--- config.mk ---
export PLATFORM = sky130hd
export DESIGN_NAME = portSnoopCtl
export DESIGN_NICKNAME = d
export VERILOG_FILES = /design/src/rtl/snoopCtlPkg.sv /design/src/rtl/snoopRegDecode.sv /design/src/rtl/snoopPortBank.sv /design/src/rtl/portSnoopCtl.sv
export SDC_FILE = /design/constraint.sdc
export NUM_CORES = 1
export LEC_CHECK = 0
export BUFFER_PORTS_ARGS = -buffer_cell sky130_fd_sc_hd__buf_4
export CAP_MARGIN = 20
export CORE_UTILIZATION = 31
export DETAILED_ROUTE_END_ITERATION = 7
export GPL_TIMING_DRIVEN = 0
export PLACE_DENSITY = 0.68
export SYNTH_ARGS = -nofsm -noshare
export SYNTH_HDL_FRONTEND = slang
export SYNTH_HIERARCHICAL = 1
export SYNTH_SLANG_ARGS = --single-unit
--- constraint.sdc ---
create_clock -name clk -period 1.85 [get_ports clk]
set_input_delay 0.2775 -clock clk [delete_from_list [all_inputs] [get_ports clk]]
set_output_delay 0.2775 -clock clk [all_outputs]
set_load 0.1 [all_outputs]
--- src/rtl/snoopCtlPkg.sv ---
package snoopCtlPkg;
  localparam int SNOOP_BIT = 0;
  localparam int DVM_BIT = 1;
  localparam logic [3:0] STATUS_OFS = 4'hC;

  typedef struct packed {
    logic       wrValid;
    logic [1:0] wrBits;
    logic       rdStatus;
    logic       rdPort;
  } strobeT;
endpackage

--- src/rtl/snoopRegDecode.sv ---
module snoopRegDecode
  import snoopCtlPkg::*;
#(
  parameter int NUM_PORTS = 5,
  parameter int ADDR_W = 8,
  parameter int WIN_SHIFT = 4,
  parameter int DATA_W = 32
) (
  input  logic [ADDR_W-1:0]    addr,
  input  logic                 wrEn,
  input  logic                 rdEn,
  input  logic [DATA_W-1:0]    wrData,
  output strobeT               strobe,
  output logic [NUM_PORTS-1:0] portSel
);
  localparam int WIN_W = ADDR_W - WIN_SHIFT;

  logic [NUM_PORTS-1:0] portHit;
  logic statusHit;

  for (genvar p = 0; p < NUM_PORTS; p++) begin : g_hit
    assign portHit[p] = (addr[ADDR_W-1:WIN_SHIFT] == WIN_W'(p + 1)) &&
                        (addr[WIN_SHIFT-1:0] == '0);
  end

  assign statusHit = (addr == ADDR_W'(STATUS_OFS));

  always_comb begin
    portSel         = portHit & {NUM_PORTS{wrEn | rdEn}};
    strobe.wrValid  = wrEn && (|portHit);
    strobe.wrBits   = wrData[1:0];
    strobe.rdStatus = rdEn && statusHit;
    strobe.rdPort   = rdEn && (|portHit);
  end
endmodule

--- src/rtl/snoopPortBank.sv ---
module snoopPortBank
  import snoopCtlPkg::*;
#(
  parameter int NUM_PORTS = 5
) (
  input  logic                 clk,
  input  logic                 rstN,
  input  strobeT               strobe,
  input  logic [NUM_PORTS-1:0] portSel,
  input  logic [NUM_PORTS-1:0] portAck,
  output logic [NUM_PORTS-1:0] snoopEn,
  output logic [NUM_PORTS-1:0] dvmEn,
  output logic [NUM_PORTS-1:0] pending,
  output logic                 anyPending,
  output logic [1:0]           selBits
);
  logic [1:0] bitsMasked [NUM_PORTS];

  for (genvar i = 0; i < NUM_PORTS; i++) begin : g_port
    logic [1:0] enQ;
    logic pendQ;
    logic hitWr;
    logic changeWr;

    assign hitWr = portSel[i] && strobe.wrValid;
    assign changeWr = hitWr && (strobe.wrBits != enQ);

    always_ff @(posedge clk) begin
      if (!rstN) begin
        enQ <= '0;
        pendQ <= 1'b0;
      end else begin
        if (hitWr) enQ <= strobe.wrBits;
        if (changeWr) pendQ <= 1'b1;
        else if (portAck[i]) pendQ <= 1'b0;
      end
    end

    assign snoopEn[i] = enQ[SNOOP_BIT];
    assign dvmEn[i] = enQ[DVM_BIT];
    assign pending[i] = pendQ;
    assign bitsMasked[i] = portSel[i] ? enQ : 2'b00;

    p_req_rise_r3: assert property (@(posedge clk) disable iff (!rstN)
      $rose(pending[i]) |-> $past(portSel[i] && strobe.wrValid));
    p_req_hold_r3: assert property (@(posedge clk) disable iff (!rstN)
      (pending[i] && !portAck[i]) |=> pending[i]);
    p_ack_clear_r4: assert property (@(posedge clk) disable iff (!rstN)
      (pending[i] && portAck[i] && !(portSel[i] && strobe.wrValid)) |=> !pending[i]);
    p_same_write_r5: assert property (@(posedge clk) disable iff (!rstN)
      (!pending[i] && portSel[i] && strobe.wrValid &&
       strobe.wrBits == {dvmEn[i], snoopEn[i]}) |=> !pending[i]);
    p_en_stable_r8: assert property (@(posedge clk) disable iff (!rstN)
      !(portSel[i] && strobe.wrValid) |=> $stable({dvmEn[i], snoopEn[i]}));
  end

  always_comb begin
    selBits = 2'b00;
    for (int i = 0; i < NUM_PORTS; i++) selBits = selBits | bitsMasked[i];
  end

  assign anyPending = |pending;
endmodule

--- src/rtl/portSnoopCtl.sv ---
module portSnoopCtl
  import snoopCtlPkg::*;
#(
  parameter int NUM_FULL = 2,
  parameter int NUM_LITE = 3,
  parameter int ADDR_W = 8,
  parameter int WIN_SHIFT = 4,
  parameter int DATA_W = 32,
  localparam int NUM_PORTS = NUM_FULL + NUM_LITE
) (
  input  logic                 clk,
  input  logic                 rstN,
  input  logic [ADDR_W-1:0]    regAddr,
  input  logic                 regWrEn,
  input  logic [DATA_W-1:0]    regWrData,
  input  logic                 regRdEn,
  output logic [DATA_W-1:0]    regRdData,
  output logic [NUM_PORTS-1:0] portSnoopEn,
  output logic [NUM_PORTS-1:0] portDvmEn,
  output logic [NUM_PORTS-1:0] portReq,
  input  logic [NUM_PORTS-1:0] portAck
);
  strobeT strobe;
  logic [NUM_PORTS-1:0] portSel;
  logic anyPending;
  logic [1:0] selBits;

  snoopRegDecode #(
    .NUM_PORTS(NUM_PORTS), .ADDR_W(ADDR_W), .WIN_SHIFT(WIN_SHIFT), .DATA_W(DATA_W)
  ) u_decode (
    .addr(regAddr), .wrEn(regWrEn), .rdEn(regRdEn), .wrData(regWrData),
    .strobe(strobe), .portSel(portSel)
  );

  snoopPortBank #(.NUM_PORTS(NUM_PORTS)) u_bank (
    .clk(clk), .rstN(rstN), .strobe(strobe), .portSel(portSel), .portAck(portAck),
    .snoopEn(portSnoopEn), .dvmEn(portDvmEn), .pending(portReq),
    .anyPending(anyPending), .selBits(selBits)
  );

  always_comb begin
    regRdData = '0;
    if (strobe.rdStatus) regRdData[0] = anyPending;
    else if (strobe.rdPort) regRdData[1:0] = selBits;
  end

  p_status_or_r6: assert property (@(posedge clk) disable iff (!rstN)
    (regRdEn && regAddr == ADDR_W'(STATUS_OFS)) |->
      (regRdData == DATA_W'(|portReq)));
endmodule

-- After elaboration in Yosys (flattened, before gate mapping)
Index checks and enable logic that the tools add are counted.
- $add $sub $neg: 0
- $mul: 0
- reduce and logical (&&, ||, !) cells: 26
- bitwise logic cells: 6
- $lt $le $gt $ge: 0
- equality and inequality tests: 11
- multiplexer cells: 18
- divide/modulo/power cells: 0
- shift-type cells: 0
- operators by type and width (kind ; count):
    logical AND 1 bit ; 18
    two-way mux 1 bit ; 12
    two-way mux 2 bit ; 6
    inequality test 2 bit ; 5
    nonzero test 2 bit ; 5
    OR reduction 5 bit ; 2
    equality test 4 x 2 -> 1 bit, second input constant ; 2
    equality test 4 x 3 -> 1 bit, second input constant ; 2
    equality test 8 x 4 -> 1 bit, second input constant ; 1
    bitwise OR 2 bit ; 4
    bitwise AND 5 bit ; 1
    equality test 4 x 1 -> 1 bit, second input constant ; 1
    logical NOT 4 bit ; 1
    bitwise OR 1 bit ; 1
- input bits: 49
- bits in writable memories: 0
- flip-flop bits (word level): 15
- bits in latches: 0
- output and inout port bits: 47
- bits in read-only memories: 0
- logic and storage cells: 71
- memories kept: 0

-- Longest topological paths before layout
- depth after elaboration: 10
- depth in mapped cells: 7

-- By module
The synthesis kept the hierarchy.
- modules (own cells, without submodules) (module ; seq. area each (µm²) ; times used ; area an instance (µm²) ; cells each):
    snoopPortBank ; 300.3 ; 1 ; 790.8 ; 93
    portSnoopCtl ; 0.0 ; 1 ; 249.0 ; 36
    snoopRegDecode ; 0.0 ; 1 ; 171.4 ; 24

-- Least setup slack after synthesis
Ideal clock, no wire load.
- path kind: input -> output
- from: input port regAddr[1]
- to: output port regRdData[0]
- slack: -1.444 ns
- data arrival time: 3.017 ns
- buffers on the path: 1
- stages on the path: 7
- required time: 1.572 ns
- cell sequence: or3_4 -> buf_6 -> nor4_1 -> a222oi_1 -> nand2_1 -> nand2_1 -> o21ai_1
- cells in the longest elaborated chain, start to end: 10
- ends and longest elaborated chain (item ; RTL line ; text):
    from (decl) ; portSnoopCtl.sv:13 ; input logic [ADDR_W-1:0] regAddr,
    logical NOT 4 bit ; snoopRegDecode.sv:23 ; (addr[WIN_SHIFT-1:0] == '0);
    logical AND 1 bit ; snoopRegDecode.sv:22 ; assign portHit[p] = (addr[ADDR_W-1:WIN_SHIFT] == WIN_W'(p + 1)) &&
    bitwise AND 5 bit ; snoopRegDecode.sv:29 ; portSel = portHit & {NUM_PORTS{wrEn | rdEn}};
    net portSel[0] ; portSnoopCtl.sv:24 ; logic [NUM_PORTS-1:0] portSel;
    two-way mux 2 bit ; snoopPortBank.sv:42 ; assign bitsMasked[i] = portSel[i] ? enQ : 2'b00;
    bitwise OR 2 bit (4 in series) ; snoopPortBank.sv:59 ; for (int i = 0; i < NUM_PORTS; i++) selBits = selBits | bitsMasked[i];
    net selBits[0] ; portSnoopCtl.sv:26 ; logic [1:0] selBits;
    two-way mux 2 bit ; portSnoopCtl.sv:44 ; else if (strobe.rdPort) regRdData[1:0] = selBits;
    two-way mux 1 bit ; portSnoopCtl.sv:43 ; if (strobe.rdStatus) regRdData[0] = anyPending;
    to (decl) ; portSnoopCtl.sv:17 ; output logic [DATA_W-1:0] regRdData,
The timed path passes the listed nets, and every way through them passes these cells.

-- Final worst setup path
- from: input port regAddr[4]
- to: output port regRdData[0]
- cells in the longest elaborated chain, start to end: 10
- ends and longest elaborated chain (item ; RTL line):
    equality test 4 x 2 -> 1 bit ; snoopRegDecode.sv:22
    logical AND 1 bit ; snoopRegDecode.sv:22
    bitwise AND 5 bit ; snoopRegDecode.sv:29
    net portSel[1] ; portSnoopCtl.sv:24
    two-way mux 2 bit ; snoopPortBank.sv:42
    bitwise OR 2 bit (4 in series) ; snoopPortBank.sv:59
    net selBits[0] ; portSnoopCtl.sv:26
    two-way mux 2 bit ; portSnoopCtl.sv:44
    two-way mux 1 bit ; portSnoopCtl.sv:43
The timed path passes the listed nets, and every way through them passes these cells.

==> impl_metrics.ini <==
[setup_path]
worst-setup-path-type = in2out
setup.worst_path.start = regAddr[4]
setup.worst_path.end = regRdData[0]
reg2reg_depth = 3
critPathMaxFanout = 7
crit_arrival_ps = 1850
setup.worst_path.start_class = primary input
cp.required_ps = 1570
r2r_setup_slack_ps = 940
regToRegStartpoint = u_bank/g_port[1].enQ[1]$_SDFFE_PN0P_
worst-path-stages = 8
critical_path_buf_inv_count = 2
crit_chain = buf_4 > or3b_4 > nor4_4 > a22oi_1 > nand2_1 > nand2_2 > o21ai_4 > buf_12
crit-reg2reg-capture = u_bank/g_port[1].pendQ$_SDFFE_PN0P_
critPathMaxStageDelay_ps = 400
cp_slowest_cell = sky130_fd_sc_hd__or3b_4
critical-path-top-delay-family = simple AND/OR/NAND/NOR gates
worstSetupEndpointType = primary output

[timing]
timing.max_slew.rel_slack = 0.601
maxSlewViolCount = 0
rsz0062_at_grt = true
final.setup_skew_ps = 1.58
fmax_mhz = 470
finalSetupViolations = 2
finalHoldViolations = 0
period_share = 1.15
final_hold_slack_ps = 315
timing_worst_slew_pin_value_ps = 594
worst_slack_ps = -276
final.min_clock_period_ps = 2130
fin_setup_tns_ps = -538

[grt]
grtUsageTotal = 0.139
grt_pass1_vias = 972
first_pass_grt_wire_length_um = 4510
grt_antenna_before_repair = 0
grt-ovfl-total = 0
pin_count_of_the_biggest_net_entering_global_routing = 11

[pwr]
irDropWorstVdd_mv = 0.267
power_per_cell_area_mw_per_mm2 = 545
leakage_nw = 0.831
finalPower_mw = 1.01

[layout]
num-nets-final = 271
diodes = 0
final.fill_count = 387
stdcell_count = 269
layout-drive-gt1-share = 0.457
final_common_cell = sky130_fd_sc_hd__buf_4
multi_input_logic_area_um2 = 818
commonest_cells_after_routing_fill_and_taps_aside = sky130_fd_sc_hd__buf_4, sky130_fd_sc_hd__conb_1, sky130_fd_sc_hd__nand2_1
area_growth_pct = 53.0
regArea_um2 = 307

[placement]
numPlacedInstances = 263
preCtsSetupSlack_ps = -463
dp_hpwl_um = 2110
buffers_added_on_ports = 33
gp_congestion = 0.804

[die]
ios = 96
floorplan.rows = 22
placeableCoreArea_mm2 = 0.00372
fp.dieArea_mm2 = 0.00416
initial_utilization = 0.326
die_h_um = 64.5
die_width_um = 64.5

[yosys]
synth.area.top_cells = sky130_fd_sc_hd__dfxtp_1, sky130_fd_sc_hd__buf_4, sky130_fd_sc_hd__xnor2_1, sky130_fd_sc_hd__nand2_1, sky130_fd_sc_hd__a21boi_1
synth_largest_area_cell = sky130_fd_sc_hd__dfxtp_1
post_synth.cell_area_avg_um2 = 7.92
netlist-cell-type-count = 25
post_synth_instance_area_mm2 = 0.00121
yosysWarningCount = 6
ys_seq_elements = 15
synthCells = 153
seq_area_frac_synth = 0.248
synth.top_cell.area_share = 0.248

[detailed_routing]
wirelength_um = 2720
ant_nets = 0
drt_first_iter_violations = 27
wire_per_inst_um = 10.1
drtPass1Iterations = 4
vias = 1135
route.detailed.vias_per_inst = 4.22
remaining_drc_errors = 0

[job]
cap_violations = 0

[clocking]
clkTransAtPathRegs_ps = 60
cts_root_buf = sky130_fd_sc_hd__clkbuf_8
insertion_delay_ps = 250
cts_htree_levels = 1
cts_buffers = 3
cts_num_sinks = 15
tritoncts = done
post_cts_hold_buffer_count = 0
cts-root-to-sink-buffers = 2

[status]
outcome = complete, but fails checks
violations = setup timing

[worst_hold_path]
min_path_type = in2reg
flip-flops by register name (all words and copies together) (netlist names):
signal / cells
u_bank/g_port.pendQ: 5
u_bank/g_port.enQ: 10
worst min path at each step:
stage	from	end	cells past startpoint
2_1_floorplan	rstN	u_bank/g_port[0].enQ[1]$_SDFFE_PN0P_	1
3_3_place_gp	u_bank/g_port[0].enQ[0]$_SDFFE_PN0P_	u_bank/g_port[0].enQ[0]$_SDFFE_PN0P_	2
3_5_place_dp	u_bank/g_port[3].enQ[1]$_SDFFE_PN0P_	u_bank/g_port[3].enQ[1]$_SDFFE_PN0P_	2
4_1_cts	rstN	u_bank/g_port[4].enQ[1]$_SDFFE_PN0P_	2
5_1_grt	rstN	u_bank/g_port[2].enQ[1]$_SDFFE_PN0P_	2
6_report	rstN	u_bank/g_port[1].enQ[1]$_SDFFE_PN0P_	2
power breakdown:
group / switching [mW] / internal (mW) / leakage, nW
registers: 0.0000101 / 0.323 / 0.123
logic: 0.323 / 0.0987 / 0.685
clock network: 0.113 / 0.153 / 0.0228
total: 0.436 / 0.574 / 0.831
cell families after synthesis:
logic type | count (synthesis) | share of synthesized area
AND/OR/NAND/NOR | 57 | 0.249
buffers and inverters | 44 | 0.274
AO/OA/AOI/OAI | 26 | 0.154
flip-flops | 15 | 0.248
XOR/XNOR | 10 | 0.0723
other | 1 | 0.00310
per-layer routing:
layer / global-route usage / vias to the layer above / part of all wire
met5: 0 / - / 0
met1: 0.175 / 500 / 0.44
met2: 0.236 / 41 / 0.50
met3: 0.0370 / 0 / 0.069
li1: - / 594 / -
met4: 0.0278 / 0 / 0
synth_stat cells, drive strengths merged:
cell / number
buf: 42
nand2: 21
dfxtp: 15
a21boi: 10
nand3: 10
xnor2: 10
nor4: 8
a21oi: 5
nor2b: 5
o21a: 5
nor2: 3
or3b: 3
a222oi: 2
a22oi: 2
inv: 2
nand3b: 2
nor3: 2
a211o: 1
conb: 1
o21ai: 1
or2: 1
or3: 1
or4bb: 1
through the flow:
step	util	cell area, um2
after floorplan	-	1450
after global placement	0.472	1750
after detailed placement	0.472	1750
after CTS	0.499	1850
after global routing	0.499	1850
final	0.499	1850
repair_timing:
| action | 4_1_cts | 5_1_grt |
|---|---|---|
| endpoints found under the setup margin | 2 | 17 |
| buffers inserted | 3 | 0 |
| resized for setup | 10 | 0 |
| pin swaps | 6 | 2 |
worst reg2reg max path: stages (launching register included):
cell	delay [ps]
sky130_fd_sc_hd__dfxtp_1	390
sky130_fd_sc_hd__xnor2_1	140
sky130_fd_sc_hd__a21oi_1	110
sky130_fd_sc_hd__o21a_1	170
area by class of cell:
cell class                      count  share of cell area
Inverter                            2             0.00405
Multi-Input combinational cell    123               0.442
Tap cell                           48              0.0324
Clock buffer                        4              0.0243
Sequential cell                    15               0.165
Buffer                             41               0.169
Timing Repair Buffer               36               0.163
(Power assumes the default switching activity.)
